**config.mk**
```make
export PLATFORM = sky130hd
export DESIGN_NAME = ssr_slave_rx
export DESIGN_NICKNAME = d
export VERILOG_FILES = /design/src/rtl/ssr_pkg.sv /design/src/rtl/ssr_sync.sv /design/src/rtl/ssr_shift.sv /design/src/rtl/ssr_hold.sv /design/src/rtl/ssr_slave_rx.sv
export SDC_FILE = /design/constraint.sdc
export NUM_CORES = 1
export LEC_CHECK = 0
export ABC_AREA = 1
export BUFFER_PORTS_ARGS = -buffer_cell sky130_fd_sc_hd__clkbuf_2
export CORE_ASPECT_RATIO = 0.75
export CORE_MARGIN = 1
export CORE_UTILIZATION = 25
export DETAILED_ROUTE_END_ITERATION = 7
export GPL_ROUTABILITY_DRIVEN = 0
export PLACE_DENSITY = 0.52
export SYNTH_ARGS = -nofsm -noshare
export SYNTH_HDL_FRONTEND = slang
export SYNTH_SLANG_ARGS = --single-unit
```
**constraint.sdc**
```tcl
create_clock -name clk -period 1.6 [get_ports clk]
set_input_delay 0.08 -clock clk [delete_from_list [all_inputs] [get_ports clk]]
set_output_delay 0.08 -clock clk [all_outputs]
set_load 0.01 [all_outputs]
```
**src/rtl/ssr_pkg.sv**
```systemverilog
package ssr_pkg;

    typedef enum logic {
        FMT_BYTE = 1'b0,
        FMT_NINE = 1'b1
    } fmt_e;

    typedef struct packed {
        logic full;
        logic ovr;
    } rx_flags_t;

    // Index of the final bit of a word for the selected format.
    function automatic int unsigned last_index(fmt_e fmt, int unsigned data_w);
        return (fmt == FMT_NINE) ? data_w : data_w - 1;
    endfunction

endpackage

```
**src/rtl/ssr_sync.sv**
```systemverilog
module ssr_sync #(
    parameter int unsigned STAGES = 2
) (
    input  logic clk,
    input  logic rst,
    input  logic sclk_async,
    input  logic sdat_async,
    output logic rise,
    output logic sbit
);

    logic [STAGES-1:0] ck_chain;
    logic [STAGES-1:0] dt_chain;
    logic              ck_prev;

    for (genvar i = 0; i < STAGES; i++) begin : g_stage
        if (i == 0) begin : g_first
            always_ff @(posedge clk) begin
                if (rst) begin
                    ck_chain[i] <= 1'b0;
                    dt_chain[i] <= 1'b0;
                end else begin
                    ck_chain[i] <= sclk_async;
                    dt_chain[i] <= sdat_async;
                end
            end
        end else begin : g_next
            always_ff @(posedge clk) begin
                if (rst) begin
                    ck_chain[i] <= 1'b0;
                    dt_chain[i] <= 1'b0;
                end else begin
                    ck_chain[i] <= ck_chain[i-1];
                    dt_chain[i] <= dt_chain[i-1];
                end
            end
        end
    end

    always_ff @(posedge clk) begin
        if (rst) ck_prev <= 1'b0;
        else     ck_prev <= ck_chain[STAGES-1];
    end

    assign rise = ck_chain[STAGES-1] & ~ck_prev;
    assign sbit = dt_chain[STAGES-1];

    // an edge of the shift clock yields a single one-cycle sample pulse
    p_rise_pulse_r1: assert property (@(posedge clk) disable iff (rst)
        rise |=> !rise);

endmodule

```
**src/rtl/ssr_shift.sv**
```systemverilog
module ssr_shift
    import ssr_pkg::*;
#(
    parameter int unsigned DATA_W = 8
) (
    input  logic            clk,
    input  logic            rst,
    input  logic            run,
    input  logic            hold,
    input  fmt_e            fmt,
    input  logic            rise,
    input  logic            sbit,
    output logic            word_done,
    output logic [DATA_W:0] word
);

    localparam int unsigned CNT_W = $clog2(DATA_W + 1);

    logic [CNT_W-1:0] cnt;
    logic [DATA_W:0]  shreg;
    logic [DATA_W:0]  next_word;
    logic             at_last;

    assign at_last = (32'(cnt) == last_index(fmt, DATA_W));

    always_comb begin
        next_word      = shreg;
        next_word[cnt] = sbit;
    end

    assign word_done = run & ~hold & rise & at_last;
    assign word      = next_word;

    always_ff @(posedge clk) begin
        if (rst || !run) begin
            cnt   <= '0;
            shreg <= '0;
        end else if (rise && !hold) begin
            if (at_last) begin
                cnt   <= '0;
                shreg <= '0;
            end else begin
                cnt   <= cnt + 1'b1;
                shreg <= next_word;
            end
        end
    end

    // the bit index never passes the widest word
    p_cnt_bound_r2: assert property (@(posedge clk) disable iff (rst)
        32'(cnt) <= DATA_W);

    // a dropped enable leaves no partial word behind
    p_drop_clears_cnt_r8: assert property (@(posedge clk) disable iff (rst)
        !run |=> (cnt == '0 && shreg == '0));

    // while frozen, shift edges do not move the bit index
    p_hold_freezes_r7: assert property (@(posedge clk) disable iff (rst)
        (run && hold) |=> $stable(cnt));

endmodule

```
**src/rtl/ssr_hold.sv**
```systemverilog
module ssr_hold
    import ssr_pkg::*;
#(
    parameter int unsigned DATA_W = 8
) (
    input  logic              clk,
    input  logic              rst,
    input  logic              run,
    input  logic              rd,
    input  fmt_e              fmt,
    input  logic              word_done,
    input  logic [DATA_W:0]   word,
    output logic [DATA_W-1:0] data,
    output logic              bit8,
    output rx_flags_t         flags
);

    always_ff @(posedge clk) begin
        if (rst) begin
            data  <= '0;
            bit8  <= 1'b0;
            flags <= '{full: 1'b0, ovr: 1'b0};
        end else begin
            if (!run) flags.ovr <= 1'b0;
            if (word_done) begin
                if (flags.full && !rd) begin
                    flags.ovr <= 1'b1;
                end else begin
                    data       <= word[DATA_W-1:0];
                    bit8       <= (fmt == FMT_NINE) ? word[DATA_W] : 1'b0;
                    flags.full <= 1'b1;
                end
            end else if (rd) begin
                flags.full <= 1'b0;
            end
        end
    end

    // a completed word always leaves the ready flag set
    p_load_sets_full_r4: assert property (@(posedge clk) disable iff (rst)
        word_done |=> flags.full);

    // a read with no competing load empties the register
    p_read_clears_r6: assert property (@(posedge clk) disable iff (rst)
        (rd && !word_done) |=> !flags.full);

    // held data is untouched while the overrun state persists
    p_overrun_keeps_r7: assert property (@(posedge clk) disable iff (rst)
        (flags.ovr && run) |=> ($stable(data) && $stable(bit8)));

    // dropping the enable clears the error
    p_drop_clears_ovr_r8: assert property (@(posedge clk) disable iff (rst)
        !run |=> !flags.ovr);

endmodule

```
**src/rtl/ssr_slave_rx.sv**
```systemverilog
module ssr_slave_rx
    import ssr_pkg::*;
#(
    parameter int unsigned DATA_W      = 8,
    parameter int unsigned SYNC_STAGES = 2
) (
    input  logic              clk,
    input  logic              rst,
    input  logic              sclk_in,
    input  logic              sdata_in,
    input  logic              cont_en,
    input  logic              nine_sel,
    input  logic              rx_ie,
    input  logic              rd_strobe,
    output logic [DATA_W-1:0] rx_data,
    output logic              rx_bit8,
    output logic              rx_full,
    output logic              overrun,
    output logic              irq
);

    logic            rise;
    logic            sbit;
    logic            word_done;
    logic [DATA_W:0] word;
    rx_flags_t       flags;
    fmt_e            fmt;

    assign fmt = nine_sel ? FMT_NINE : FMT_BYTE;

    ssr_sync #(.STAGES(SYNC_STAGES)) u_sync (
        .clk        (clk),
        .rst        (rst),
        .sclk_async (sclk_in),
        .sdat_async (sdata_in),
        .rise       (rise),
        .sbit       (sbit)
    );

    ssr_shift #(.DATA_W(DATA_W)) u_shift (
        .clk       (clk),
        .rst       (rst),
        .run       (cont_en),
        .hold      (flags.ovr),
        .fmt       (fmt),
        .rise      (rise),
        .sbit      (sbit),
        .word_done (word_done),
        .word      (word)
    );

    ssr_hold #(.DATA_W(DATA_W)) u_hold (
        .clk       (clk),
        .rst       (rst),
        .run       (cont_en),
        .rd        (rd_strobe),
        .fmt       (fmt),
        .word_done (word_done),
        .word      (word),
        .data      (rx_data),
        .bit8      (rx_bit8),
        .flags     (flags)
    );

    assign rx_full = flags.full;
    assign overrun = flags.ovr;
    assign irq     = flags.full & rx_ie;

    // no word completes while the receiver is frozen by an overrun
    p_no_load_in_ovr_r7: assert property (@(posedge clk) disable iff (rst)
        overrun |-> !word_done);

endmodule

```
Word-level counts from Yosys, hierarchy flattened
Cells that the tools add are included.

cells by class
  $add $sub $neg = 1
  magnitude comparators = 2
  equal/unequal tests = 2
  muxes and demuxes = 14
  bitwise gates (word level) = 8
  reductions and logical operators = 10

operators with widths
  kind                                                                                 count
  4-bit by 32-bit equality test with 1-bit output                                      1
  9-bit bitwise mux                                                                    1
  1-bit two-way mux                                                                    9
  9-bit two-way mux                                                                    1
  4-bit two-way mux                                                                    2
  1-bit AND                                                                            5
  4-bit by 5-bit < comparator with 1-bit output, second input constant                 1
  4-bit by 1-bit adder with 4-bit output, second input constant                        1
  1-bit demux with 4-bit select                                                        1
  4-bit by 1-bit greater-or-equal comparator with 1-bit output, second input constant  1
  2-bit AND reduction                                                                  2
  1-bit logical AND                                                                    3
  1-bit logical NOT                                                                    3
  1-bit NOT                                                                            3
  2-bit != test, second input constant                                                 1
  2-bit nonzero test                                                                   1
  1-bit logical OR                                                                     1

word-level totals
  register bits after elaboration = 29
  input bits = 8
  output and inout port bits = 12
  word-level logic and storage cells = 48

Logic depth before layout (Yosys ltp)
  depth after elaboration = 6
  mapped depth = 9
  mapped depth without buffers = 8

Cells and area by module
A second synthesis with hierarchy kept.

second synthesis, totals
  cells, all modules = 222
  area total of the unflattened synthesis = 1460.2 um^2

by module, submodules not included
  module        instances  cells an instance  area each (um^2)  seq. area each (um^2)
  ssr_shift     1          135                827.0             260.2
  ssr_hold      1          69                 484.2             220.2
  ssr_sync      1          16                 141.4             100.1
  ssr_slave_rx  1          2                  7.5               0.0

Least setup slack after synthesis
Ideal clock, no wire load.

  path type = reg-to-reg
  from = register u_shift.cnt[0]
  to = register u_shift.shreg[8]
  setup time = 0.127 ns
  arrival = 1.088 ns
  data required time = 1.473 ns
  slack = 0.384 ns
  cell stages (with the launch flop) = 8
  path buffers = 0
  clock period less this slack = 1.216 ns
  cell sequence = dfxtp_1 -> inv_1 -> ha_1 -> nand3_1 -> o21ai_0 -> nor2_1 -> nor2_1 -> nor2_1

on the way
  word-level cells in the longest chain between the ends = 6
  elaborated cells between the ends (all ways) = 8
  those cells by class = 2 x order compare; 1 x eq/ne; 4 x mux; 1 x reduce/logical

ends and longest elaborated chain
  what                                                                                                                                                        line             RTL
  from (decl)                                                                                                                                                 ssr_shift.sv:19  logic [CNT_W-1:0] cnt;
  from (signal assigned)                                                                                                                                      ssr_shift.sv:43  cnt <= cnt + 1'b1;
  4-bit by 5-bit < comparator with 1-bit output (implied by the code) / 4-bit by 1-bit greater-or-equal comparator with 1-bit output (equally long branches)  ssr_shift.sv:28  next_word[cnt] = sbit;
  1-bit logical AND (implied by the code)                                                                                                                     ssr_shift.sv:28
  1-bit two-way mux (implied by the code)                                                                                                                     ssr_shift.sv:28
  1-bit demux with 4-bit select                                                                                                                               n/a
  9-bit bitwise mux                                                                                                                                           ssr_shift.sv:28
  9-bit two-way mux *                                                                                                                                         ssr_shift.sv:39  if (at_last) begin
  to (signal assigned)                                                                                                                                        ssr_shift.sv:44  shreg <= next_word;
  to (decl)                                                                                                                                                   ssr_shift.sv:20  logic [DATA_W:0] shreg;

Mark *: on every way between the ends. The rest lies on a longest branch, timed or not.
A chain may end at the register's enable or synchronous reset.

Worst setup path after layout
  from = register u_shift.cnt[0]
  to = register u_hold.bit8

on the way
  word-level cells in the longest chain between the ends = 6
  elaborated cells between the ends (all ways) = 10
  those cells by class = 2 x order compare; 1 x eq/ne; 4 x mux; 1 x bitwise; 2 x reduce/logical

ends and longest elaborated chain
  what                                                                                                                                                        line             RTL
  4-bit by 5-bit < comparator with 1-bit output (implied by the code) / 4-bit by 1-bit greater-or-equal comparator with 1-bit output (equally long branches)  ssr_shift.sv:28
  1-bit logical AND (implied by the code)                                                                                                                     ssr_shift.sv:28
  1-bit two-way mux (implied by the code)                                                                                                                     ssr_shift.sv:28
  1-bit demux with 4-bit select                                                                                                                               n/a
  9-bit bitwise mux                                                                                                                                           ssr_shift.sv:28
  1-bit two-way mux                                                                                                                                           ssr_hold.sv:30   bit8 <= (fmt == FMT_NINE) ? word[DATA_W] : 1'b0;
  to (signal assigned)                                                                                                                                        ssr_hold.sv:30
  to (decl)                                                                                                                                                   ssr_hold.sv:14   output logic bit8,

Parallel ways exist; a longest one is shown, timed or not.

==> out/results.env <==
SYN-CELL-AREA_UM2=1343
MAX-VDD-IR-DROP_mV=0.3364
SYNTH.AVG_CELL_AREA_UM2=6.850
CLOCK-SINKS=29
FINAL_MIN_PERIOD_OVER_CLOCK_PERIOD_PCT=87.72
DIE_H_UM=65.47
ROWS=22
ANTENNADIODECOUNT=0
CELLPOWERDENSITY_nW_PER_UM2=861.0
RSZ_0062_RAISED_AFTER_GLOBAL_ROUTING='false'
SYNTH-SEQ-CELLS=29
CRITICAL_PATH.STARTPOINT_TYPE='flip-flop'
PORTBUFFERS=19
YOSYSWARNINGS=0
REGISTER_AREA_UM2=580.6
ROOT_BUFFER='clkbuf_8'
IO_PINS=20
FINAL-SETUP-VIOL-COUNT=0
GROUTE.USAGE.OVERALL_PCT=11.60
MIN_PERIOD_PS=1404
WORST-ENDPOINT-REQUIRED_PS=1780
FINALHOLDVIOLCOUNT=0
PIN_COUNT_OF_THE_BIGGEST_NET_ENTERING_GLOBAL_ROUTING=19
SYNTH-SEQ-AREA-SHARE_PCT=43.24
GRT_PASS1_VIAS=1012
TIMING_WORST_SETUP_PATH_TYPE='flip-flop to flip-flop'
DPL-INSTANCE-AREA_UM2=1524
SYNTH_CELL_TYPES=22
INITIAL_CORE_UTIL_PCT=26.65
DRIVE_GT1_SHARE_PCT=17.49
AREA_DELTA_SYNTH_FINAL_PCT=21.43
GRT_ANTENNA_BEFORE_REPAIR=0
SYNTH.NET_COUNT=208
INSERTION_DELAY_PS=280
HPWL_MM=2.032
FINAL-MAX-SLEW-VIOLATION-COUNT=0
DRT_PASS1_ITERATIONS=4
CTS_INSERTED_BUFFERS=5
DIE_W_UM=86.62
RESIDUAL_DRC_COUNT=0
CP_MAX_FO=5
RUN_STATUS='completed'
POST_CTS_BUFFERS=0
FINALWIRELENGTH_MM=2.819
CP.ARRIVAL_PS=1580
MAX_SLEW_MARGIN_PCT=73.66
TRITONCTS_CLOCK_TREE='done'
TIMING.CLOCK.SKEW_PS=3.328
NUMBER_OF_DRC_MARKERS_AFTER_THE_INITIAL_DETAILED_ROUTE_ITERATION=97
ROUTED_WIRE_LENGTH_PER_INSTANCE_UM=9.556
POSTLAYOUTCOREUTIL_PCT=32.36
TIMING.SETUP.TNS_PS=0
CTS_BUFFER_DEPTH=2
DESIGN_AREA_UM2=1630
MULTI_INPUT_COMB_AREA_UM2=638.1
POWER.LEAKAGE_nW=0.7383
COREAREA_UM2=5037
WORST_SLEW_PIN_SLEW_PS=394.7
NUM_VIAS=1168
WORSTHOLDPATHTYPE='input pin to flip-flop'
NETLIST_INSTANCES=196
REGISTER_CLOCK_PIN_SLEW_ON_THE_REPORTED_WORST_SETUP_AND_HOLD_PATHS_PS=60
TIMING.FINAL.WS_SETUP_PS=196.4
MAXCAPVIOLATIONS=0
FINAL.FILL_COUNT=565
NUM-NETS-FINAL=235
PLACE.DETAILED.INSTANCES=286
DIE_AREA_UM2=5670
MAX_CLOCK_FREQ_MHz=712.5
CRIT_PATH_END_KIND='flip-flop'
CLOCK_TREE.HTREE_LEVEL_COUNT=2
POST_DRT_VIA_CELL_RATIO=3.959
FINISH.CELL_COUNT_WITHOUT_FILLERS=295
PRE_CTS_WS_PS=163.5
GLOBALROUTEOVERFLOWTOTAL=0
WIRE_LENGTH_OF_THE_FIRST_GLOBAL_ROUTING_PASS_MM=4.809
COUNT_OF_NETS_LEFT_WITH_ANTENNA_VIOLATIONS_AFTER_DETAIL_ROUTING=0
## synthesized netlist by cell type (all sizes together)
master,number,area (µm²)
inv,27,101.4
dfxtp,29,580.6
nand2,63,249.0
a211oi,1,7.510
nand3,5,42.54
xor2,2,17.52
nor2,39,161.4
o21ai,12,60.05
a21oi,9,45.04
clkbuf,2,7.510
buf,1,11.26
clkinv,1,3.750
nor3,1,5.000
ha,4,50.05
## per-layer routing
layer | part of all wire (%) | track usage (%) | vias up
li1 | - | - | 644
met4 | 2.8 | 6.875 | 0
met5 | 0 | 0 | -
met3 | 3.9 | 3.894 | 8
met2 | 36 | 14.78 | 20
met1 | 57 | 16.47 | 496
## layout make-up
type,count,share of cell area (%)
inverter,28,6.447
tap,72,5.526
sequential,29,35.61
multi-input combinational,136,39.14
clock buffer,7,5.295
timing repair buffer,23,7.982
## per-stage QoR
step           hold slack [ps]  power (W)
3_3_place_gp             271.8  0.0008072
6_report                 57.49   0.001404
4_1_cts                  57.27   0.001430
2_1_floorplan            151.2  0.0007795
5_1_grt                  76.71   0.001470
3_5_place_dp             275.0  0.0008066
## worst max-delay path, cell delays in order, from the launching register on
cell	delay, ps
dfxtp_1	400
inv_1	140
ha_1	260
nand3_1	130
nand2_1	60
o21ai_1	90
nor2_1	60
nor2_1	100
nor2_1	60
## final timing paths
kind | slack (ps) | cells after the start | startpoint | to
setup / recovery | 200 | 8 | u_shift.cnt[0]$_SDFFE_PP0P_ | u_hold.bit8$_SDFFE_PP0P_
hold / removal | 60 | 2 | rst | u_sync.ck_prev$_SDFF_PP0_
setup reg to reg | 200 | 8 | u_shift.cnt[0]$_SDFFE_PP0P_ | u_hold.bit8$_SDFFE_PP0P_
hold reg to reg | 400 | 2 | u_sync.dt_chain[0]$_SDFF_PP0_ | u_sync.sbit$_SDFF_PP0_
## repair_timing
action	4_1_cts	5_1_grt
hold endpoints to repair	2	0
gates resized for setup	0	1
endpoints found under the setup margin	0	1
hold buffers	2	0
## where the power goes
group / total [W] / switching, W / internal [W]
Combinational: 0.0000618 / 0.0000413 / 0.0000205
Sequential: 0.000732 / 0.00000342 / 0.000729
Clock: 0.000610 / 0.000269 / 0.000340
Total: 0.00140 / 0.000314 / 0.00109
## state kept, by name, summed over array words and instances, names as in the netlist
| register | cells |
|---|---|
| u_hold.bit8 | 1 |
| u_hold.data | 8 |
| u_hold.flags | 2 |
| u_shift.cnt | 4 |
| u_shift.shreg | 9 |
| u_sync.ck_chain | 2 |
| u_sync.ck_prev | 1 |
| u_sync.dt_chain | 1 |
| u_sync.sbit | 1 |
## cells by family (layout without fill, tap and decap cells)
| kind of cell | after synthesis | after routing | share of synthesized area [%] |
|---|---|---|---|
| AOI/OAI and AO/OA | 22 | 22 | 8.387 |
| xor gates and xnor gates | 2 | 2 | 1.305 |
| adders and majority gates | 4 | 4 | 3.728 |
| buffers and inverters | 31 | 58 | 9.227 |
| DFF | 29 | 29 | 43.24 |
| and+or+nand+nor | 108 | 108 | 34.11 |
## cell usage in the layout, fill, tap and decap left out
cell,synthesis,layout
nand2_1,60,60
nor2_1,35,35
dfxtp_1,29,29
inv_1,24,24
clkbuf_2,0,19
o21ai_0,11,10
a21oi_1,9,9
clkbuf_8,0,6
ha_1,4,4
inv_2,3,3
nand3_1,3,3
nor2_2,3,3
nand2_2,2,2
o21ai_1,1,2
xor2_1,2,2
dlygate4sd3_1,0,2
buf_4,0,2
a211oi_1,1,1
nand3_2,1,1
nor2_4,1,1
nand2_4,1,1
nand3_4,1,1
clkinv_1,1,1
nor3_1,1,1
clkbuf_1,2,1
Power figures use the tool's default switching activity.
